[src/rtl/i2cw_pkg.sv]
// Shared definitions for the write-only I2C register programmer.
// Assumes one fixed three-byte transaction format: address, index, value.
package i2cw_pkg;
    typedef enum logic [2:0] {
        ST_IDLE,   // lines released, waiting for a request
        ST_PRE,    // two idle delay periods before start
        ST_STA,    // SDA low, SCL high
        ST_STB,    // SCL low
        ST_BIT,    // data bits, four quarters each
        ST_SPA,    // SDA low, SCL low
        ST_SPB,    // SCL released, SDA low
        ST_SPC     // SDA released
    } wr_state_t;

    localparam int BYTE_W    = 8;
    localparam int SLOT_W    = BYTE_W + 1;
    localparam int NUM_BYTES = 3;
endpackage

[src/rtl/i2cw_quarter_timer.sv]
// Quarter-period timer: while run is high, tick pulses once every DELAY_CYC
// cycles. A load restarts the count so that the first tick comes DELAY_CYC
// cycles later. Assumes DELAY_CYC >= 2.
module i2cw_quarter_timer #(
    parameter int DELAY_CYC = 250
) (
    input  logic clk,
    input  logic rst_n,
    input  logic run,
    input  logic load,
    output logic tick
);
    localparam int CW = $clog2(DELAY_CYC + 1);
    localparam logic [CW-1:0] RELOAD = CW'(DELAY_CYC - 1);

    logic [CW-1:0] cnt_q;

    // Down-counter that reloads at each tick or on a new request.
    always_ff @(posedge clk) begin
        if (!rst_n) begin
            cnt_q <= '0;
        end else if (load) begin
            cnt_q <= RELOAD;
        end else if (run) begin
            cnt_q <= (cnt_q == '0) ? RELOAD : cnt_q - 1'b1;
        end
    end

    assign tick = run && !load && (cnt_q == '0);

    // after each tick the counter starts a full quarter again.
    p_reload_r7: assert property (@(posedge clk) disable iff (!rst_n)
        tick |=> (cnt_q == RELOAD));
endmodule

[src/rtl/i2cw_frame_shift.sv]
// Frame shifter: holds the whole serial frame and presents its MSB.
// It loads on request and shifts left on each completed bit, filling with 1
// (a released line). Assumes load and shift never coincide.
module i2cw_frame_shift #(
    parameter int FRAME_BITS = 27
) (
    input  logic                  clk,
    input  logic                  rst_n,
    input  logic                  load,
    input  logic [FRAME_BITS-1:0] frame_in,
    input  logic                  shift,
    output logic                  bit_out
);
    logic [FRAME_BITS-1:0] frame_q;

    // Frame register: load has priority over shift.
    always_ff @(posedge clk) begin
        if (!rst_n) begin
            frame_q <= '1;
        end else if (load) begin
            frame_q <= frame_in;
        end else if (shift) begin
            frame_q <= {frame_q[FRAME_BITS-2:0], 1'b1};
        end
    end

    assign bit_out = frame_q[FRAME_BITS-1];

    // without a load or a shift, the frame keeps its contents.
    p_frame_hold_r10: assert property (@(posedge clk) disable iff (!rst_n)
        (!load && !shift) |=> $stable(frame_q));
endmodule

[src/rtl/i2c_reg_writer.sv]
// Write-only I2C master. On a request it sends start, DEV_ADDR, reg_idx,
// reg_val and stop. Each byte is followed by a released acknowledge bit
// that is never sampled. SCL/SDA are open-drain: *_oe = 1 pulls the line low.
// Assumes the pull-ups are outside the block and no other master uses the bus.
module i2c_reg_writer
    import i2cw_pkg::*;
#(
    parameter int          DELAY_CYC = 250,
    parameter logic [7:0]  DEV_ADDR  = 8'h00
) (
    input  logic       clk,
    input  logic       rst_n,
    input  logic       start,
    input  logic [7:0] reg_idx,
    input  logic [7:0] reg_val,
    output logic       busy,
    output logic       done,
    output logic       scl_oe,
    output logic       sda_oe
);
    localparam int FRAME_BITS = NUM_BYTES * SLOT_W;
    localparam int BW         = $clog2(FRAME_BITS);
    localparam logic [BW-1:0] LAST_BIT = BW'(FRAME_BITS - 1);

    wr_state_t       state_q;
    logic [1:0]      qtr_q;
    logic [BW-1:0]   bit_idx_q;
    logic            pre_q;
    logic            tick;
    logic            load;
    logic            shift;
    logic            bit_out;
    logic            scl_d;
    logic            sda_d;
    logic [FRAME_BITS-1:0] frame_in;

    assign load     = start && (state_q == ST_IDLE);
    assign busy     = (state_q != ST_IDLE);
    assign shift    = tick && (state_q == ST_BIT) && (qtr_q == 2'd3);
    assign frame_in = {DEV_ADDR, 1'b1, reg_idx, 1'b1, reg_val, 1'b1};

    i2cw_quarter_timer #(.DELAY_CYC(DELAY_CYC)) u_timer (
        .clk   (clk),
        .rst_n (rst_n),
        .run   (busy),
        .load  (load),
        .tick  (tick)
    );

    i2cw_frame_shift #(.FRAME_BITS(FRAME_BITS)) u_shift (
        .clk      (clk),
        .rst_n    (rst_n),
        .load     (load),
        .frame_in (frame_in),
        .shift    (shift),
        .bit_out  (bit_out)
    );

    // Sequencer: steps through the phases of the transaction on each tick.
    always_ff @(posedge clk) begin
        if (!rst_n) begin
            state_q   <= ST_IDLE;
            qtr_q     <= '0;
            bit_idx_q <= '0;
            pre_q     <= 1'b0;
            done      <= 1'b0;
        end else begin
            done <= 1'b0;
            if (load) begin
                state_q <= ST_PRE;
                pre_q   <= 1'b0;
            end else if (tick) begin
                case (state_q)
                    ST_PRE: begin
                        if (pre_q) state_q <= ST_STA;
                        pre_q <= 1'b1;
                    end
                    ST_STA: state_q <= ST_STB;
                    ST_STB: begin
                        state_q   <= ST_BIT;
                        qtr_q     <= '0;
                        bit_idx_q <= '0;
                    end
                    ST_BIT: begin
                        qtr_q <= qtr_q + 2'd1;
                        if (qtr_q == 2'd3) begin
                            if (bit_idx_q == LAST_BIT) state_q <= ST_SPA;
                            else bit_idx_q <= bit_idx_q + 1'b1;
                        end
                    end
                    ST_SPA: state_q <= ST_SPB;
                    ST_SPB: state_q <= ST_SPC;
                    ST_SPC: begin
                        state_q <= ST_IDLE;
                        done    <= 1'b1;
                    end
                    default: state_q <= ST_IDLE;
                endcase
            end
        end
    end

    // Line decode: which line is pulled low in each phase.
    always_comb begin
        scl_d = 1'b0;
        sda_d = 1'b0;
        case (state_q)
            ST_STA: sda_d = 1'b1;
            ST_STB: begin scl_d = 1'b1; sda_d = 1'b1; end
            ST_BIT: begin
                scl_d = (qtr_q == 2'd0) || (qtr_q == 2'd3);
                sda_d = !bit_out;
            end
            ST_SPA: begin scl_d = 1'b1; sda_d = 1'b1; end
            ST_SPB: sda_d = 1'b1;
            default: ;
        endcase
    end

    // Output registers: drive the pads without glitches.
    always_ff @(posedge clk) begin
        if (!rst_n) begin
            scl_oe <= 1'b0;
            sda_oe <= 1'b0;
        end else begin
            scl_oe <= scl_d;
            sda_oe <= sda_d;
        end
    end

    // SDA stays steady in the second high quarter of a bit.
    p_sda_steady_r6: assert property (@(posedge clk) disable iff (!rst_n)
        (state_q == ST_BIT && qtr_q == 2'd2) |-> $stable(sda_d));
    // done lasts one cycle only.
    p_done_pulse_r9: assert property (@(posedge clk) disable iff (!rst_n)
        done |=> !done);
    // done coincides with the return to idle.
    p_done_idle_r9: assert property (@(posedge clk) disable iff (!rst_n)
        done |-> !busy);
    // busy rises only after a request.
    p_busy_cause_r2: assert property (@(posedge clk) disable iff (!rst_n)
        $rose(busy) |-> $past(start));
    // the bit index stays inside the frame.
    p_bit_range_r5: assert property (@(posedge clk) disable iff (!rst_n)
        (state_q == ST_BIT) |-> (bit_idx_q <= LAST_BIT));
    // a request while busy does not disturb the bit being sent.
    p_ignore_busy_r10: assert property (@(posedge clk) disable iff (!rst_n)
        (busy && start && !shift) |=> $stable(bit_out));
endmodule

[config.mk]
export PLATFORM = sky130hd
export DESIGN_NAME = i2c_reg_writer
export DESIGN_NICKNAME = d
export VERILOG_FILES = /design/src/rtl/i2cw_pkg.sv /design/src/rtl/i2cw_quarter_timer.sv /design/src/rtl/i2cw_frame_shift.sv /design/src/rtl/i2c_reg_writer.sv
export SDC_FILE = /design/constraint.sdc
export NUM_CORES = 1
export LEC_CHECK = 0
export ABC_AREA = 1
export BUFFER_PORTS_ARGS = -buffer_cell sky130_fd_sc_hd__buf_2
export CORE_MARGIN = 8
export CORE_UTILIZATION = 25
export CTS_CLUSTER_DIAMETER = 200
export DETAILED_ROUTE_END_ITERATION = 10
export SLEW_MARGIN = 20
export SYNTH_ARGS = -nofsm -noshare
export SYNTH_HDL_FRONTEND = slang
export SYNTH_SLANG_ARGS = --single-unit
[constraint.sdc]
create_clock -name clk -period 1.7 [get_ports clk]
set_input_delay 0.255 -clock clk [delete_from_list [all_inputs] [get_ports clk]]
set_output_delay 0.255 -clock clk [all_outputs]
set_load 0.02 [all_outputs]
* Yosys cells after proc, flatten, opt, wreduce, memory -nomap -nowiden
Index checks and enable logic that the tools add are counted.
** Word-level totals
- Bits in registers :: 48
- Input bits :: 19
- Output and inout bits :: 4
** Cells by class
- Add/subtract/negate cells :: 3
- Equal/unequal tests :: 16
- Multiplexer cells :: 18
- Bitwise gates (word level) :: 3
- Reduce and logical (&&, ||, !) cells :: 25
** Operator list (number)
- $mux W27 :: 2
- $mux W8 :: 3
- $pmux W3 S6 :: 1
- $eq A3 B3 Y1 const B :: 4
- $mux W5 :: 2
- $pmux W5 S2 :: 1
- $mux W3 :: 3
- $logic_not A8 Y1 :: 1
- $reduce_and A4 Y1 :: 2
- $reduce_bool A2 Y1 :: 4
- $sub A8 B1 Y8 const B :: 1
- $eq A3 B2 Y1 const B :: 2
- $ne A3 B1 Y1 const B :: 2
- $add A5 B1 Y5 const B :: 1
- $eq A5 B5 Y1 const B :: 1
- $logic_and A1 B1 Y1 :: 5
- $reduce_and A5 Y1 :: 1
- $ne A2 B1 Y1 const B :: 2
- $ne A2 B2 Y1 const B :: 2
- $pmux W1 S2 :: 2
- $pmux W2 S2 :: 1
- $reduce_or A2 Y1 :: 2
- $reduce_or A4 Y1 :: 1
- $eq A3 B1 Y1 const B :: 1
- other kinds (13) :: 18

* Longest topological paths before layout
- Word-level depth :: 9
- Depth in mapped cells :: 11

* Modules after synthesis
Synthesis repeated with hierarchy kept, for this count alone.
** Second synthesis, totals
- Cell total of the unflattened synthesis :: 358
- Area, all modules :: 2542.4 µm²
** By module, submodules not included
- i2cw_frame_shift :: instances 1, cells an instance 155, area each 1174.9 µm², sequential area each 540.5 µm²
- i2c_reg_writer :: instances 1, cells an instance 129, area each 867.1 µm², sequential area each 280.3 µm²
- i2cw_quarter_timer :: instances 1, cells an instance 74, area each 500.5 µm², sequential area each 160.2 µm²

* Worst setup path after synthesis
Ideal clock, no wire load.
- Kind :: reg-to-reg
- Start point :: reg state_q[0]
- End point :: reg bit_idx_q[2]
- Library setup time :: 132 ps
- Arrival :: 1343 ps
- Path slack :: 225 ps
- Stages on the path, launching flop included :: 11
- Buffers on the path :: 0
- Period minus slack after synthesis :: 1475 ps
- Path through :: dfxtp_1 > inv_1 > ha_1 > nand2_4 > inv_4 > nand2_4 > nand2_1 > nor2_4 > nand2_1 > nand2_1 > a21oi_1
** Between the ends
- Elaborated cells on any way between the ends :: 14
- Those cells by class :: eq/ne (4); mux (1); bitwise (1); reduce/logical (8)
** RTL lines
- from (decl) :: RTL line i2c_reg_writer.sv:25 : wr_state_t state_q;
- from (signal assigned) :: RTL line i2c_reg_writer.sv:62 : state_q <= ST_IDLE;
- from (signal assigned) :: RTL line i2c_reg_writer.sv:70 : state_q <= ST_PRE;
- from (signal assigned) :: RTL line i2c_reg_writer.sv:75 : if (pre_q) state_q <= ST_STA;
- $reduce_bool A3 Y1 :: RTL line i2c_reg_writer.sv:38 : assign busy = (state_q != ST_IDLE);
- via busy :: RTL line i2c_reg_writer.sv:16 : output logic busy,
- $logic_and A1 B1 Y1 (2 in a row) :: RTL line i2cw_quarter_timer.sv:29 : assign tick = run && !load && (cnt_q == '0);
- $reduce_and A5 Y1 (no line)
- to (signal assigned) :: RTL line i2c_reg_writer.sv:88 : else bit_idx_q <= bit_idx_q + 1'b1;
- to (decl) :: RTL line i2c_reg_writer.sv:27 : logic [BW-1:0] bit_idx_q;
The timed path passes the listed nets, and every way through them passes these cells.
A chain may end at the register's enable or synchronous reset.

* Worst setup path in the final report
- Start point :: reg state_q[0]
- End point :: out busy
** Between the ends
- Cells in the longest elaborated chain, start to end :: 1
** Ends and longest elaborated chain (RTL line)
- $reduce_bool A3 Y1 :: i2c_reg_writer.sv:38
- to (decl) :: i2c_reg_writer.sv:16
Every way passes these cells.

==> out/qor.yml <==
hpwl_um: 4270
synth_seq_cells: 48
row_count: 36
fin_nets: 389
clk_path_buf_depth: 2
ys_types: 32
min_path_type: "in -> reg"
die_x_um: 115
relSlewSlack: 0.656
synth-edff-count: 0
path_clk_slew_ns: 0.09
finalCritPeriodShare: 0.952
switching_share: 0.309
tightest_slew_ns: 0.516
synth_cells: 338
area_delta_synth_final_pct: 17.1
drt-initial-drc-count: 139
pwr-share-seq: 0.469
ioPinCount: 23
first_pass_iters: 4
die_area_um2: 13300
cts.sinks: 48
drive_above_1_share: 0.182
cts_buffers: 5
core_um2: 9680
postCtsHoldBufs: 0
die_height_um: 115
maxSlewViolCount: 0
required_ns: 1.44
cp_top_family: "buffers and inverters"
wire_per_inst_um: 11.9
gr-total-overflow: 0
post-place-ws_ns: 0.0296
layout_min_cycle_time_ns: 1.62
pwr-share-clk: 0.317
cp-start-kind: "flip-flop"
worstPathArrival_ns: 1.36
dp_cells: 486
cpMaxStageDelayCell: "dfxtp_2"
ys_top_cells_by_area: "dfxtp_1 (39%), nand3_1 (17%), nand2_1 (8.8%), nand4_1 (5.1%), ha_1 (4.6%)"
insertedDiodeCount: 0
peakVddDrop_uv: 418
postLayoutCellArea_um2: 2890
cp_cell_sequence: "inv_1 > ha_4 > nand2_4 > buf_4 > buf_4"
clock_latency_ns: 0.32
vias: 2299
intPower_w: 0.00189
final_common_cell: "nand3_1"
synth_top_area_share: 0.389
synth_ff_type: "dfxtp_1"
netlist_area_um2: 2470
start_util: 0.255
clockRootBuffer: "clkbuf_8"
wl_um: 5900
cts_tree: "done"
dpl_cell_area_um2: 2740
layout_common_cells: "nand3_1 (84), nand2_1 (57), dfxtp_1 (46)"
outcome: "finished clean"
cap_violations: 0
vias_per_cell: 4.64
synth_nets: 366
synth_warnings: 0
drtAntennaViolNets: 0
syn_avg_cell_area_um2: 7.30
finalSetupViolations: 0
grt_pass1_wl_um: 10000
drc_errors: 0
port_buffers: 22
max_freq_mhz: 618
grt_usage: 0.0924
crit_path_max_incr_delay_ns: 0.34
cp-end-kind: "primary output"
power.density_nw_per_um2: 944
hold_viol: 0
yosysSeqAreaShare: 0.389
finalClockSkew_ns: 0.00956
grt_pass1_vias: 2153
final_cells: 495
antenna_found_initial: 0
gp_congestion: 0.839
cp_max_fo: 8
power.total_w: 0.00273
synth-async-reset-ratio: 0
h-tree-depth: 2
combinationalPowerShare: 0.214
leakagePower_nw: 1.23
grt_max_degree: 25
crit_type: "reg -> out"
yosys.area.top_type: "dfxtp_1"
p_sw_w: 0.000843
utilization: 0.298
setup_ws_ns: 0.0808
cp_common_cell: "buf_4"
critical_path_buf_inv_count: 3
-- timing repair --
item,in CTS,in global routing
setup buffers,0,1
setup endpoints to repair,1,13
resized for setup,2,6
-- sequential cells by signal (all words and copies together) (netlist names) --
signal	cells
bit_idx_q	5
done	1
pre_q	1
qtr_q	2
scl_oe	1
sda_oe	1
state_q	3
u_shift.frame_q	26
u_timer.cnt_q	8
-- cell usage after synthesis, types with 5 or more instances --
cell,n
buf_4,5
a21oi_1,10
nand4_1,20
nand2_1,58
inv_1,25
dfxtp_1,48
clkbuf_1,7
nand3_1,84
nor3_1,5
ha_1,9
nor2_1,22
-- per-layer routing --
| layer | vias to the layer above | part of all wire | GRT usage | wire (um) |
|---|---|---|---|---|
| met5 | - | 0 | 0 | 0 |
| met4 | 0 | 0.015 | 0.0342 | 86 |
| met3 | 8 | 0.045 | 0.0242 | 268 |
| met2 | 40 | 0.45 | 0.146 | 2640 |
| met1 | 1063 | 0.49 | 0.117 | 2910 |
| li1 | 1188 | - | - | - |
-- power groups by stage --
stage | registers [W] | logic, W | clock network, W
after floorplan | 0.00129 | 0.000443 | 0
after global placement | 0.00130 | 0.000555 | 0
after detailed placement | 0.00130 | 0.000566 | 0
after CTS | 0.00128 | 0.000571 | 0.000899
after global routing | 0.00129 | 0.000666 | 0.000939
final | 0.00128 | 0.000584 | 0.000865
-- layout make-up --
type	instances	area, um^2
clock buffers	5	68.8
well taps	133	166
fillers	1044	6790
multi-input cells	242	1310
clock inverters	3	47.5
repair buffers	35	226
flip-flops and latches	48	963
inverters	29	111
-- metrics by stage --
stage | TNS, ns | hold slack, ns
finish | 0 | 0.181
global route | -0.0589 | 0.179
CTS | 0 | 0.166
detailed placement | 0 | 0.450
global placement | 0 | 0.446
floorplan | 0 | 0.391
-- logic make-up after synthesis --
| family | after synthesis | share of synthesized area |
|---|---|---|
| flops | 48 | 0.389 |
| compound gates | 26 | 0.0608 |
| fa+ha+maj | 9 | 0.0456 |
| xor+xnor | 2 | 0.00710 |
| buf+inv | 48 | 0.0897 |
| simple gates | 205 | 0.407 |
-- worst reg2reg max path: cells and delay by family (launching register included) --
family        cells  cell delay, ns
fa+ha+maj         1            0.19
flops             1            0.32
simple gates      5            0.62
buf+inv           2            0.34
-- worst paths after layout --
kind	startpoint	endpoint	slack (ns)	cells after the start
setup / recovery	state_q[0]$_SDFFE_PN0P_	busy	0.08	5
hold reg to reg	u_shift.frame_q[18]$_SDFFE_PP1P_	u_shift.frame_q[18]$_SDFFE_PP1P_	0.47	2
setup reg to reg	u_timer.cnt_q[0]$_SDFFE_PN0P_	state_q[1]$_SDFFE_PP0P_	0.12	8
hold / removal	reg_idx[6]	u_shift.frame_q[16]$_SDFFE_PN1P_	0.18	3
No activity file was read; power rests on OpenSTA's default activity.
